--- config.mk ---
export PLATFORM = sky130hd
export DESIGN_NAME = irqmf_top
export DESIGN_NICKNAME = d
export VERILOG_FILES = /design/src/rtl/irqmf_pkg.sv /design/src/rtl/irqmf_sync.sv /design/src/rtl/irqmf_regs.sv /design/src/rtl/irqmf_qual.sv /design/src/rtl/irqmf_top.sv
export SDC_FILE = /design/constraint.sdc
export NUM_CORES = 1
export LEC_CHECK = 0
export ABC_AREA = 1
export ABC_CLOCK_PERIOD_IN_PS = 2300
export CAP_MARGIN = 40
export CORE_ASPECT_RATIO = 1.75
export CORE_MARGIN = 5
export CORE_UTILIZATION = 35
export CTS_CLUSTER_DIAMETER = 80
export DETAILED_ROUTE_END_ITERATION = 16
export DONT_BUFFER_PORTS = 1
export SYNTH_ARGS = -nofsm -noshare
export SYNTH_HDL_FRONTEND = slang
export SYNTH_SLANG_ARGS = --single-unit
--- constraint.sdc ---
create_clock -name clk_i -period 2.3 [get_ports clk_i]
set_clock_uncertainty 0.1 [all_clocks]
set_input_delay 0.46 -clock clk_i [delete_from_list [all_inputs] [get_ports clk_i]]
set_output_delay 0.46 -clock clk_i [all_outputs]
set_load 0.01 [all_outputs]
--- src/rtl/irqmf_pkg.sv ---
package irqmf_pkg;
    localparam int unsigned IRQMF_REG_W   = 32;
    localparam int unsigned IRQMF_HALVES  = 2;
    localparam int unsigned IRQMF_NUM_SRC = IRQMF_REG_W * IRQMF_HALVES;
    localparam int unsigned IRQMF_ADDR_W  = 5;
    localparam int unsigned IRQMF_SYNC_N  = 2;

    // Half index: 0 covers the low sources, 1 covers the high sources.
    localparam int unsigned HALF_LO = 0;
    localparam int unsigned HALF_HI = 1;

    typedef enum logic [IRQMF_ADDR_W-1:0] {
        OFF_PEND_HI  = 5'h00,
        OFF_PEND_LO  = 5'h04,
        OFF_MASK_HI  = 5'h08,
        OFF_MASK_LO  = 5'h0C,
        OFF_FORCE_HI = 5'h10,
        OFF_FORCE_LO = 5'h14
    } irqmf_off_e;
endpackage

--- src/rtl/irqmf_sync.sv ---
module irqmf_sync #(
    parameter int unsigned WIDTH  = 64,
    parameter int unsigned STAGES = 2
) (
    input  logic             clk_i,
    input  logic             rst_ni,
    input  logic [WIDTH-1:0] async_i,
    output logic [WIDTH-1:0] sync_o
);
    logic [WIDTH-1:0] stage_q [STAGES];

    for (genvar g = 0; g < STAGES; g++) begin : g_stage
        if (g == 0) begin : g_first
            always_ff @(posedge clk_i or negedge rst_ni) begin
                if (!rst_ni) stage_q[g] <= '0;
                else         stage_q[g] <= async_i;
            end
        end else begin : g_next
            always_ff @(posedge clk_i or negedge rst_ni) begin
                if (!rst_ni) stage_q[g] <= '0;
                else         stage_q[g] <= stage_q[g-1];
            end
        end
    end

    assign sync_o = stage_q[STAGES-1];

    if (STAGES > 1) begin : g_chk
        AST_SYNC_SHIFT: assert property (@(posedge clk_i) disable iff (!rst_ni)
            sync_o == $past(stage_q[STAGES-2]));
    end
endmodule

--- src/rtl/irqmf_regs.sv ---
module irqmf_regs
    import irqmf_pkg::*;
#(
    parameter int unsigned REG_W = IRQMF_REG_W
) (
    input  logic                      clk_i,
    input  logic                      rst_ni,
    input  logic                      rd_en_i,
    input  logic                      wr_en_i,
    input  logic [IRQMF_ADDR_W-1:0]   addr_i,
    input  logic [REG_W-1:0]          wdata_i,
    input  logic [2*REG_W-1:0]        pend_i,
    output logic [2*REG_W-1:0]        mask_o,
    output logic [2*REG_W-1:0]        force_o,
    output logic [REG_W-1:0]          rdata_o
);
    localparam int unsigned HALVES = 2;

    logic [REG_W-1:0]  mask_q  [HALVES];
    logic [REG_W-1:0]  force_q [HALVES];
    logic [HALVES-1:0] sel_mask;
    logic [HALVES-1:0] sel_force;

    // Write decode: pending and unlisted offsets select nothing.
    always_comb begin
        sel_mask  = '0;
        sel_force = '0;
        if (wr_en_i) begin
            unique case (addr_i)
                OFF_MASK_LO:  sel_mask[HALF_LO]  = 1'b1;
                OFF_MASK_HI:  sel_mask[HALF_HI]  = 1'b1;
                OFF_FORCE_LO: sel_force[HALF_LO] = 1'b1;
                OFF_FORCE_HI: sel_force[HALF_HI] = 1'b1;
                default: ;
            endcase
        end
    end

    for (genvar h = 0; h < HALVES; h++) begin : g_half
        always_ff @(posedge clk_i or negedge rst_ni) begin
            if (!rst_ni)          mask_q[h] <= '1;
            else if (sel_mask[h]) mask_q[h] <= wdata_i;
        end

        always_ff @(posedge clk_i or negedge rst_ni) begin
            if (!rst_ni)           force_q[h] <= '0;
            else if (sel_force[h]) force_q[h] <= wdata_i;
        end

        assign mask_o[h*REG_W +: REG_W]  = mask_q[h];
        assign force_o[h*REG_W +: REG_W] = force_q[h];
    end

    // Read multiplexer, combinational on the strobe.
    always_comb begin
        rdata_o = '0;
        if (rd_en_i) begin
            unique case (addr_i)
                OFF_PEND_HI:  rdata_o = pend_i[HALF_HI*REG_W +: REG_W];
                OFF_PEND_LO:  rdata_o = pend_i[HALF_LO*REG_W +: REG_W];
                OFF_MASK_HI:  rdata_o = mask_q[HALF_HI];
                OFF_MASK_LO:  rdata_o = mask_q[HALF_LO];
                OFF_FORCE_HI: rdata_o = force_q[HALF_HI];
                OFF_FORCE_LO: rdata_o = force_q[HALF_LO];
                default:      rdata_o = '0;
            endcase
        end
    end

    AST_MASK_LO_WRITE: assert property (@(posedge clk_i) disable iff (!rst_ni)
        (wr_en_i && addr_i == OFF_MASK_LO) |=> mask_o[REG_W-1:0] == $past(wdata_i));
    AST_FORCE_HI_WRITE: assert property (@(posedge clk_i) disable iff (!rst_ni)
        (wr_en_i && addr_i == OFF_FORCE_HI) |=> force_o[2*REG_W-1:REG_W] == $past(wdata_i));
    AST_RO_WRITE_IGNORED: assert property (@(posedge clk_i) disable iff (!rst_ni)
        (wr_en_i && (addr_i == OFF_PEND_HI || addr_i == OFF_PEND_LO))
        |=> ($stable(mask_o) && $stable(force_o)));
    AST_RDATA_IDLE: assert property (@(posedge clk_i) disable iff (!rst_ni)
        !rd_en_i |-> rdata_o == '0);
endmodule

--- src/rtl/irqmf_qual.sv ---
module irqmf_qual #(
    parameter int unsigned NUM_SRC = 64
) (
    input  logic               clk_i,
    input  logic               rst_ni,
    input  logic [NUM_SRC-1:0] pend_i,
    input  logic [NUM_SRC-1:0] mask_i,
    input  logic [NUM_SRC-1:0] force_i,
    output logic [NUM_SRC-1:0] req_o,
    output logic               any_o
);
    for (genvar i = 0; i < NUM_SRC; i++) begin : g_src
        assign req_o[i] = (pend_i[i] & ~mask_i[i]) | force_i[i];
    end

    assign any_o = |req_o;

    AST_FORCE_ALWAYS_REQ: assert property (@(posedge clk_i) disable iff (!rst_ni)
        (force_i & ~req_o) == '0);
    AST_MASK_BLOCKS: assert property (@(posedge clk_i) disable iff (!rst_ni)
        (req_o & mask_i & ~force_i) == '0);
endmodule

--- src/rtl/irqmf_top.sv ---
module irqmf_top
    import irqmf_pkg::*;
#(
    parameter int unsigned REG_W  = IRQMF_REG_W,
    parameter int unsigned SYNC_N = IRQMF_SYNC_N
) (
    input  logic                    clk_i,
    input  logic                    rst_ni,
    input  logic [2*REG_W-1:0]      src_i,
    input  logic                    rd_en_i,
    input  logic                    wr_en_i,
    input  logic [IRQMF_ADDR_W-1:0] addr_i,
    input  logic [REG_W-1:0]        wdata_i,
    output logic [REG_W-1:0]        rdata_o,
    output logic [2*REG_W-1:0]      req_vec_o,
    output logic                    irq_o
);
    localparam int unsigned NUM_SRC = 2 * REG_W;

    logic [NUM_SRC-1:0] pend;
    logic [NUM_SRC-1:0] mask;
    logic [NUM_SRC-1:0] frc;

    irqmf_sync #(.WIDTH(NUM_SRC), .STAGES(SYNC_N)) u_sync (
        .clk_i   (clk_i),
        .rst_ni  (rst_ni),
        .async_i (src_i),
        .sync_o  (pend)
    );

    irqmf_regs #(.REG_W(REG_W)) u_regs (
        .clk_i   (clk_i),
        .rst_ni  (rst_ni),
        .rd_en_i (rd_en_i),
        .wr_en_i (wr_en_i),
        .addr_i  (addr_i),
        .wdata_i (wdata_i),
        .pend_i  (pend),
        .mask_o  (mask),
        .force_o (frc),
        .rdata_o (rdata_o)
    );

    irqmf_qual #(.NUM_SRC(NUM_SRC)) u_qual (
        .clk_i   (clk_i),
        .rst_ni  (rst_ni),
        .pend_i  (pend),
        .mask_i  (mask),
        .force_i (frc),
        .req_o   (req_vec_o),
        .any_o   (irq_o)
    );

    AST_IRQ_ANY: assert property (@(posedge clk_i) disable iff (!rst_ni)
        irq_o == (req_vec_o != '0));
endmodule

* Yosys cells after proc, flatten, opt, wreduce, memory -nomap -nowiden *
Index checks and enable logic that the tools add are counted.

storage, ports and cells
  flip-flop bits (word level) = 256
  input bits = 105
  output and inout port bits = 97
  word-level logic and storage cells = 213

operators by class
  equality and inequality tests = 5
  mux-type cells = 8
  bitwise gates (word level) = 192
  reduce and logical (&&, ||, !) cells = 2

operator list
  cell                                           count
  one-hot mux 32 bit (6 select lines)            1
  AND 1 bit                                      64
  inverter 1 bit                                 64
  bitwise OR 1 bit                               64
  OR reduction 64 bit                            1
  2-to-1 mux 32 bit                              1
  == test 5 x 4 -> 1 bit, second input constant  2
  == test 5 bit, second input constant           2
  == test 5 x 3 -> 1 bit, second input constant  1
  zero test 5 bit                                1
  2-to-1 mux 1 bit                               4
  2-to-1 mux 2 bit                               2

* Logic depth before layout (Yosys ltp) *
Gate-level depths: netlist of the first run.

  depth in word-level cells = 4
  mapped depth = 9
  depth with buffers taken out = 9

* Modules after synthesis *
A second synthesis of the first run with hierarchy kept.

unflattened totals
  cells, all modules = 1320
  area total of the unflattened synthesis = 11955.2 µm²

modules (own cells, without submodules)
  module      instances  cells an instance  area each (µm²)  seq. area each (µm²)
  irqmf_regs  1          897                6891.6           3283.1
  irqmf_sync  1          192                3683.5           3203.1
  irqmf_qual  1          231                1380.1           0.0

* Least setup slack after synthesis of the first run *
No wires, ideal clock.

  path kind = in2out
  from = input addr_i[1]
  to = output rdata_o[15]
  data arrival time = 1479 ps
  data required time = 1740 ps
  path slack = 261 ps
  stages = 8
  buffers on the path = 1
  cells stage by stage = nor2_4 > nand3_2 > nor2_4 > buf_4 > nand2_1 > nand2_1 > inv_1 > a21oi_1

on the way
  cells in the longest elaborated chain, start to end = 3
  elaborated cells between the ends (all ways) = 8
  those cells by class = 5 x eq/ne; 2 x mux; 1 x reduce/logical

RTL lines
  what                                         line              text
  start: declaration                           irqmf_top.sv:12   input logic [IRQMF_ADDR_W-1:0] addr_i,
  == test 5 bit, or another cell as far along  irqmf_regs.sv:58  unique case (addr_i)
  one-hot mux 32 bit (6 select lines) *        irqmf_regs.sv:58
  2-to-1 mux 32 bit *                          irqmf_regs.sv:57  if (rd_en_i) begin
  end: declaration                             irqmf_top.sv:14   output logic [REG_W-1:0] rdata_o,

Mark *: on every way between the ends. The rest lies on a longest branch, timed or not.

* Worst setup path after layout of the first run *
  from = register u_regs.mask_q (netlist bit u_regs.mask_o[15])
  to = output irq_o

on the way
  cells in the longest elaborated chain, start to end = 4

RTL lines
  what                              line              text
  start: declaration                irqmf_regs.sv:19  logic [REG_W-1:0] mask_q [HALVES];
  start signal: indexed assignment  irqmf_regs.sv:42  else if (sel_mask[h]) mask_q[h] <= wdata_i;
  inverter 1 bit                    irqmf_qual.sv:13  assign req_o[i] = (pend_i[i] & ~mask_i[i]) | force_i[i];
  AND 1 bit                         irqmf_qual.sv:13
  bitwise OR 1 bit                  irqmf_qual.sv:13
  OR reduction 64 bit               irqmf_qual.sv:16  assign any_o = |req_o;
  end: declaration                  irqmf_top.sv:16   output logic irq_o

Every way passes these cells.

==> results.toml, run 1 <==
[placement]
placed_cells = 1641
place_hpwl_um = 21250
placed_cell_area_sq_um = 11780
gp_congestion = 0.8590
numPortBuffers = 0

[clock_tree]
cts_buffers = 25
clk_latency_ns = 0.53
path_clk_slew_ns = 0.06
clk_path_buf_depth = 3
cts_root_buf = "clkbuf_16"
cts_hold_buffers = 76
cts_tree = "yes"
cts_num_sinks = 256
htree_levels = 1

[global_routing]
grt.total_usage_pct = 18.88
grt_max_degree = 257
grt_most_used_layer = "met2"
grt_util_met2_pct = 34.78
grt.overflow.total = 0
antenna_found_initial = 0
grt_pass1_vias = 9031
use_met1_pct = 21.24
grt_use_met3_pct = 3.311
grt_pass1_wl_um = 49920

[logic_synthesis]
synth_area_leaders = "dfrtp_1 45%, dfstp_2 16%, nand2_1 13%"
synth-main-ff-cell = "dfrtp_1"
synth_top_cell_area_share_pct = 45.18
synthCells = 1209
ys_warn_count = 0
syn_area_sq_um = 10640
synthArstFlopShare_pct = 100.0
ys_types = 21
ys_seq_area_share_pct = 60.99
synth_edf_count = 0
syn-num-nets = 1314
syn_avg_cell_area_sq_um = 8.797
yosysTopAreaCell = "dfrtp_1"
ys_seq_elements = 256

[finish]
drive_gt1_share_pct = 29.18
final_cell_mix = "290 x nand2_1, 192 x dfrtp_1, 167 x inv_1"
final_nets = 1499
area_growth_syn_to_layout_pct = 36.54
post-route-cell-area_sq_um = 14520
final_cells = 1800
utilization_pct = 48.31
final_common_cell = "nand2_1"

[sta]
rsz0062_at_grt = "true"
slew_viol_final = 0
worst_pin_slew_ns = 0.4442
whs_ns = -0.4771
setup_ws_ns = -0.1347
hold_viol = 256
max-slew-margin-rel_pct = 70.39
period_share_pct = 105.9
timing.setup.tns_ns = -0.6669
fmax_mhz = 410.7
setup_viol = 20
fin_crit_ns = 2.435

[worst_setup_path]
reg2reg_setup_slack_ns = 1.25
worstReg2RegStart = "u_regs.mask_o[35]"
cp_data_required_time_ns = 1.74
path_class = "flip-flop to output port"
cp_max_fo = 2
end_kind = "output port"
cp-start-kind = "flip-flop"
startpoint = "u_regs.mask_o[15]"
cp_data_arrival_time_ns = 1.87

[detailed_routing]
first_iter_violations = 405
postRouteAntennaNets = 0
first_pass_iters = 5
vias = 8721
wl_um = 34320
drc = 0
vias_per_cell = 4.845
wl_per_cell_um = 19.07

[floorplanning]
fp-row-count = 84
dieArea_sq_um = 34110
start_util_pct = 35.38
io_pins = 202
fp.dieH_um = 240.6
die_width_um = 141.8
core_sq_um = 30060

[pwr]
leakagePower_nw = 6.646
power-per-cell-area_nw_per_um2 = 819.7
peakVddDrop_mv = 0.6917

[status]
violations = "hold timing, setup timing"
status = "finished with violations"

[hold_path]
hp-class = "input pin to async pin"

[run]
drv_cap = 0
-- power by group --
part	switching (mW)	internal (mW)	total (mW)
Sequential	0.376	5.19	5.57
Combinational	1.10	0.839	1.94
Clock	1.74	2.65	4.39
-- sequential cells by signal, summed over array words and instances (netlist names) --
name and count:
u_sync.stage_q 64, u_regs.force_o 64, u_sync.sync_o 64, u_regs.mask_o 64
-- path summary, 6_finish.rpt --
check | to | cells past startpoint
setup / recovery | irq_o | 9
hold / removal | u_sync.stage_q[124] | 0
setup reg to reg | u_regs.mask_o[35] | 4
hold reg to reg | u_sync.sync_o[38] | 0
max in group asynchronous | u_regs.mask_o[45] | 0
min in group clk_i | u_regs.mask_o[31] | 2
-- cell usage after synthesis, types with 2 or more instances --
library cell and n:
a21oi_1 32, buf_2 15, buf_4 9, clkbuf_1 26, dfrtp_1 192, dfstp_2 64, inv_1 175, inv_2 3
nand2_1 356, nand2_2 3, nand4_1 32, nand4_2 2, nor2_1 75, nor2_4 4, o21ai_0 98, o21ai_1 94
o21bai_1 25
-- what timing repair did --
item,4_1_cts,5_1_grt
pin swaps,40,80
cloned,0,10
setup endpoints to repair,31,33
buffers inserted,8,21
gates resized for setup,64,173
endpoints found under the hold margin,335,256
-- layout make-up --
cell class	instances	area (sq um)
tap	387	484.2
fill	2805	15540
timing repair buffer	209	2165
inverter	178	668.1
multi-input combinational	724	3834
clock inverter	14	203.9
sequential	256	6486
antenna	1	2.502
clock buffer	31	678.2
-- worst max-delay path, cell delays in order (launching register included) --
cell	delay [ns]
dfstp_2	0.53
inv_2	0.03
nand2_1	0.06
nand2_2	0.10
nor2_4	0.12
nand2_2	0.08
nor2_4	0.16
nand2_1	0.08
nor2_2	0.09
nand2_2	0.09
-- per-layer routing --
layer  vias up  wire (um)
met2       289      18340
met3        66       1889
met5         -          0
met4         0       1383
li1       4148          -
met1      4218      12700
-- metrics by stage --
step                setup slack, ns  power, mW
floorplan                    0.2611      6.468
global placement           -0.09077      7.108
detailed placement         -0.09315      7.155
CTS                         -0.1708      11.85
global route                -0.2551      12.43
finish                      -0.1347      11.90
-- logic make-up (layout without fill, tap and decap cells) --
logic type             count (synthesis)  count (layout)  share of synthesized area, %
AND/OR/NAND/NOR                      475             475                         18.13
flip-flops                           256             256                         60.99
AO/OA/AOI/OAI                        249             249                         12.31
buffers and inverters                229             432                         8.576
other                                  0               1                             0
(Power assumes the default switching activity.)
==> inputs of run 2 (changes only) <==
--- a/config.mk
+++ b/config.mk
@@ -8,12 +8,15 @@
 export ABC_AREA = 1
 export ABC_CLOCK_PERIOD_IN_PS = 2300
 export CAP_MARGIN = 40
+export CELL_PAD_IN_SITES_DETAIL_PLACEMENT = 1
+export CELL_PAD_IN_SITES_GLOBAL_PLACEMENT = 2
 export CORE_ASPECT_RATIO = 1.75
 export CORE_MARGIN = 5
 export CORE_UTILIZATION = 35
 export CTS_CLUSTER_DIAMETER = 80
 export DETAILED_ROUTE_END_ITERATION = 16
 export DONT_BUFFER_PORTS = 1
+export PLACE_DENSITY_LB_ADDON = 0.1
 export SYNTH_ARGS = -nofsm -noshare
 export SYNTH_HDL_FRONTEND = slang
 export SYNTH_SLANG_ARGS = --single-unit
==> results.toml, run 2 (same netlist as run 1, synthesis figures left out) <==
[status]
status = "finished with violations"
violations = "hold timing, setup timing"

[floorplanning]
dieArea_sq_um = 34110
io_pins = 202
start_util_pct = 35.38
core_sq_um = 30060
die_width_um = 141.8
fp.dieH_um = 240.6
fp-row-count = 84

[clock_tree]
htree_levels = 1
cts_root_buf = "clkbuf_16"
cts_buffers = 27
cts_hold_buffers = 70
cts_num_sinks = 256
clk_path_buf_depth = 3
clk_latency_ns = 0.54
cts_tree = "yes"
path_clk_slew_ns = 0.06

[detailed_routing]
vias_per_cell = 4.796
wl_per_cell_um = 21.11
first_iter_violations = 278
drc = 0
first_pass_iters = 4
postRouteAntennaNets = 0
wl_um = 38270
vias = 8696

[sta]
rsz0062_at_grt = "true"
whs_ns = -0.4888
setup_viol = 26
slew_viol_final = 0
period_share_pct = 107.7
setup_ws_ns = -0.1768
hold_viol = 248
worst_pin_slew_ns = 0.6229
fin_crit_ns = 2.477
max-slew-margin-rel_pct = 58.47
fmax_mhz = 403.7

[worst_setup_path]
cp_max_fo = 3
cp-start-kind = "flip-flop"
path_class = "flip-flop to output port"
cp_data_arrival_time_ns = 1.92
reg2reg_depth = 4
cp_data_required_time_ns = 1.74
reg2reg_setup_slack_ns = 1.28
end_kind = "output port"

[placement]
gp_congestion = 0.7869
numPortBuffers = 0
place_hpwl_um = 24070

[finish]
area_growth_syn_to_layout_pct = 38.52
utilization_pct = 49.01
drive_gt1_share_pct = 32.91
final_cell_mix = "278 x nand2_1, 192 x dfrtp_1, 166 x inv_1"
final_common_cell = "nand2_1"
final_nets = 1510

[pwr]
power-per-cell-area_nw_per_um2 = 823.8
peakVddDrop_mv = 0.5811
leakagePower_nw = 6.759

[global_routing]
antenna_found_initial = 1
grt.overflow.total = 0
grt_pass1_wl_um = 55040
grt_max_degree = 257
grt.total_usage_pct = 20.99
grt_pass1_vias = 9596

[hold_path]
hp-class = "input pin to async pin"

[run]
drv_cap = 0
run 2: area by class of cell:
cell class                      instances  area [sq um]
Timing Repair Buffer                  218          2247
Inverter                              178         668.1
Sequential cell                       256          6486
Clock inverter                         14         160.2
Antenna cell                            1         2.502
Multi-Input combinational cell        724          3928
Tap cell                              387         484.2
Fill cell                            3433         15330
Clock buffer                           35         755.7
run 2: through the flow:
stage               setup slack [ns]  total power [mW]  area, sq um  setup TNS [ns]  cells
floorplan                     0.2611             6.468        10640               0   1209
global placement            -0.04082             7.211        11850         -0.1495   1651
detailed placement           -0.1066             7.253        11850         -0.6828   1651
CTS                          -0.2240             12.07        13690         -0.2906   1777
global route                 -0.2740             12.74        14730          -3.248   1813
finish                       -0.1768             12.14        14730          -1.418   1813
run 2: final timing paths:
| path | start | endpoint |
|---|---|---|
| worst max-delay path | u_regs.mask_o[63] | irq_o |
| worst min-delay path | rst_ni | u_sync.stage_q[99] |
| worst max register to register | u_regs.mask_o[51] | u_regs.mask_o[51] |
| worst min register to register | u_sync.stage_q[91] | u_sync.sync_o[27] |
| max in group asynchronous | rst_ni | u_regs.force_o[41] |
| min in group clk_i | wdata_i[27] | u_regs.mask_o[59] |
run 2: report_power, final:
part | internal, mW | switching, mW | leakage, nW | total (mW)
Combinational | 0.902 | 1.13 | 3.32 | 2.03
Sequential | 5.19 | 0.384 | 2.99 | 5.58
Clock | 2.66 | 1.87 | 0.452 | 4.53
run 2: layer usage:
| metal | global-route usage [%] | share of wire (%) | vias to the layer above |
|---|---|---|---|
| met2 | 40.56 | 56 | 180 |
| li1 | - | - | 4166 |
| met3 | 3.073 | 4.0 | 57 |
| met5 | 0 | 0 | - |
| met4 | 4.744 | 2.5 | 0 |
| met1 | 24.20 | 37 | 4293 |
run 2: critical path, stage by stage (launching register included):
cell and delay (ns):
dfstp_2 0.56, inv_2 0.05, nand2_2 0.06, nand2_2 0.07, nor2_2 0.13, nand2_2 0.09, nor2_4 0.14, nand2_2 0.08
nor2_2 0.12, nand2_2 0.10
run 2: what timing repair did:
action                                  in CTS  in global routing
pin swaps                                   34                 90
setup buffers                                7                 22
endpoints found under the setup margin      23                 29
gates resized for setup                     60                204
gates cloned                                 0                 13
hold endpoints to repair                   327                256
==> inputs of run 3 (changes only) <==
--- a/config.mk
+++ b/config.mk
@@ -12,7 +12,7 @@
 export CELL_PAD_IN_SITES_GLOBAL_PLACEMENT = 2
 export CORE_ASPECT_RATIO = 1.75
 export CORE_MARGIN = 5
-export CORE_UTILIZATION = 35
+export CORE_UTILIZATION = 41
 export CTS_CLUSTER_DIAMETER = 80
 export DETAILED_ROUTE_END_ITERATION = 16
 export DONT_BUFFER_PORTS = 1
==> results.toml, run 3 (same netlist as run 1, synthesis figures left out) <==
[status]
status = "finished with violations"
violations = "hold timing, setup timing"

[worst_setup_path]
max_stage_delay_ns = 0.18
cp-start-kind = "input pin"
cpMostUsedCell = "buf_6"
reg2reg_depth = 3
worstReg2RegStart = "u_regs.mask_o[59]"
cpMaxStageDelayCell = "buf_12"
reg2reg_setup_slack_ns = 1.28
cp_data_arrival_time_ns = 1.92
path_class = "input pin to output port"
end_kind = "output port"
cp_cell_sequence = "nor2_4, buf_6, buf_6, buf_6, nand3_4, buf_12, buf_16, o21ai_2, inv_1, a21oi_2, buf_4"
cp_top_family = "buffers and inverters"
cp_max_fo = 6
path_depth = 11
crit_buf_inv = 7
worst_r2r_endpoint = "u_regs.mask_o[59]"
cp_data_required_time_ns = 1.74

[detailed_routing]
first_iter_violations = 336
drc = 0
wl_um = 38010
vias = 8919
first_pass_iters = 4
postRouteAntennaNets = 0
vias_per_cell = 5.158
wl_per_cell_um = 21.98

[global_routing]
grt.total_usage_pct = 25.39
grt_max_degree = 257
grt_pass1_vias = 10155
grt_pass1_wl_um = 58350
grt.overflow.total = 0
antenna_found_initial = 0

[floorplanning]
io_pins = 202
start_util_pct = 41.28
dieArea_sq_um = 29390
core_sq_um = 25760
fp-row-count = 78
die_width_um = 131.8
fp.dieH_um = 223.1

[pwr]
p_int_mw = 8.770
power-per-cell-area_nw_per_um2 = 826.9
peakVddDrop_mv = 0.6057
pwr-share-clk_pct = 36.8
seq_power_share_pct = 46.0
leakagePower_nw = 6.683
pwr-share-comb_pct = 17.1
p_switching_mw = 3.346
swShare_pct = 27.62

[sta]
fin_crit_ns = 2.481
period_share_pct = 107.9
timing.setup.tns_ns = -1.372
hold_viol = 229
setup_viol = 28
setup_ws_ns = -0.1811
slew_viol_final = 0
max-slew-margin-rel_pct = 50.10
rsz0062_at_grt = "true"
fmax_mhz = 403.1
whs_ns = -0.4772
worst_pin_slew_ns = 0.7485

[placement]
placed_cells = 1572
gp_congestion = 0.7697
place_hpwl_um = 23570
place_ws_ns = -0.1004
numPortBuffers = 0

[clock_tree]
path_clk_slew_ns = 0.06
cts_tree = "yes"
cts_num_sinks = 256
cts_buffers = 25
clk_latency_ns = 0.53
cts_root_buf = "clkbuf_16"
cts_hold_buffers = 66
clk_path_buf_depth = 3
htree_levels = 1

[finish]
final_cells = 1729
fill_cells = 2868
seq_area_sq_um = 6486
diodes = 0
final_cell_mix = "302 x nand2_1, 192 x dfrtp_1, 162 x inv_1"
drive_gt1_share_pct = 31.94
area_growth_syn_to_layout_pct = 37.78
multi_input_area_sq_um = 4048
final_nets = 1496
final_common_cell = "nand2_1"

[hold_path]
hp-class = "input pin to async pin"

[run]
drv_cap = 0
-- run 3: cell count changes in the layout (fill, tap and decap cells not counted), moves of 7 or more --
| cell | previous run | this run |
|---|---|---|
| nor2_1 | 27 | 39 |
| nor2_2 | 40 | 26 |
| o21ai_1 | 103 | 85 |
| o21ai_2 | 20 | 34 |
| nand2_2 | 71 | 53 |
| buf_4 | 108 | 95 |
| o21bai_4 | 1 | 8 |
| nand2_1 | 278 | 302 |
| clkbuf_16 | 37 | 29 |
| o21bai_1 | 11 | 4 |
-- run 3: layer usage --
| metal | track usage [%] | routed length, um | share of wire [%] | vias to the layer above |
|---|---|---|---|---|
| met5 | 0 | 0 | 0 | - |
| met4 | 9.465 | 1359 | 3.6 | 0 |
| met3 | 4.671 | 1937 | 5.1 | 82 |
| met2 | 47.55 | 20880 | 55 | 221 |
| met1 | 28.34 | 13840 | 36 | 4482 |
| li1 | - | - | - | 4134 |
-- run 3: worst max-delay path by stage --
stage,from,to,slack [ns]
after floorplan,addr_i[1],rdata_o[15],0.26
after global placement,addr_i[1],rdata_o[26],-0.05
after detailed placement,addr_i[1],rdata_o[26],-0.10
after CTS,u_regs.mask_o[35],irq_o,-0.17
after global routing,u_regs.mask_o[59],irq_o,-0.27
final,addr_i[1],rdata_o[14],-0.18
-- run 3: area by class of cell --
type	instances	area share, %
clock buffer	37	4.850
clock inverter	8	1.127
inverter	178	4.560
multi-input combinational	724	27.62
sequential	256	44.27
tap	320	2.732
timing repair buffer	206	14.84
-- run 3: worst reg2reg max path: stages, from the launching register on --
cell	delay, ns
dfstp_2	0.57
buf_4	0.13
nand2_1	0.05
o21ai_0	0.09
-- run 3: through the flow --
step	utilization, %	area [sq um]	total power, mW
floorplan	-	10640	6.468
global placement	45.23	11650	7.123
detailed placement	45.23	11650	7.183
CTS	55.26	14240	12.11
global route	56.87	14650	12.69
finish	56.87	14650	12.12
-- run 3: what timing repair did --
| action | 4_1_cts | 5_1_grt |
|---|---|---|
| cloned | 8 | 4 |
| resized for setup | 181 | 117 |
| endpoints found under the hold margin | 323 | 256 |
| endpoints found under the setup margin | 23 | 33 |
| buffers inserted | 30 | 11 |
| pin swaps | 84 | 69 |
-- run 3: power by group through the flow --
stage | logic, mW | registers (mW) | clock network, mW
global route | 2.28 | 5.66 | 4.76
global placement | 1.51 | 5.61 | 0
floorplan | 0.963 | 5.50 | 0
CTS | 1.97 | 5.57 | 4.57
finish | 2.07 | 5.58 | 4.46
detailed placement | 1.55 | 5.63 | 0
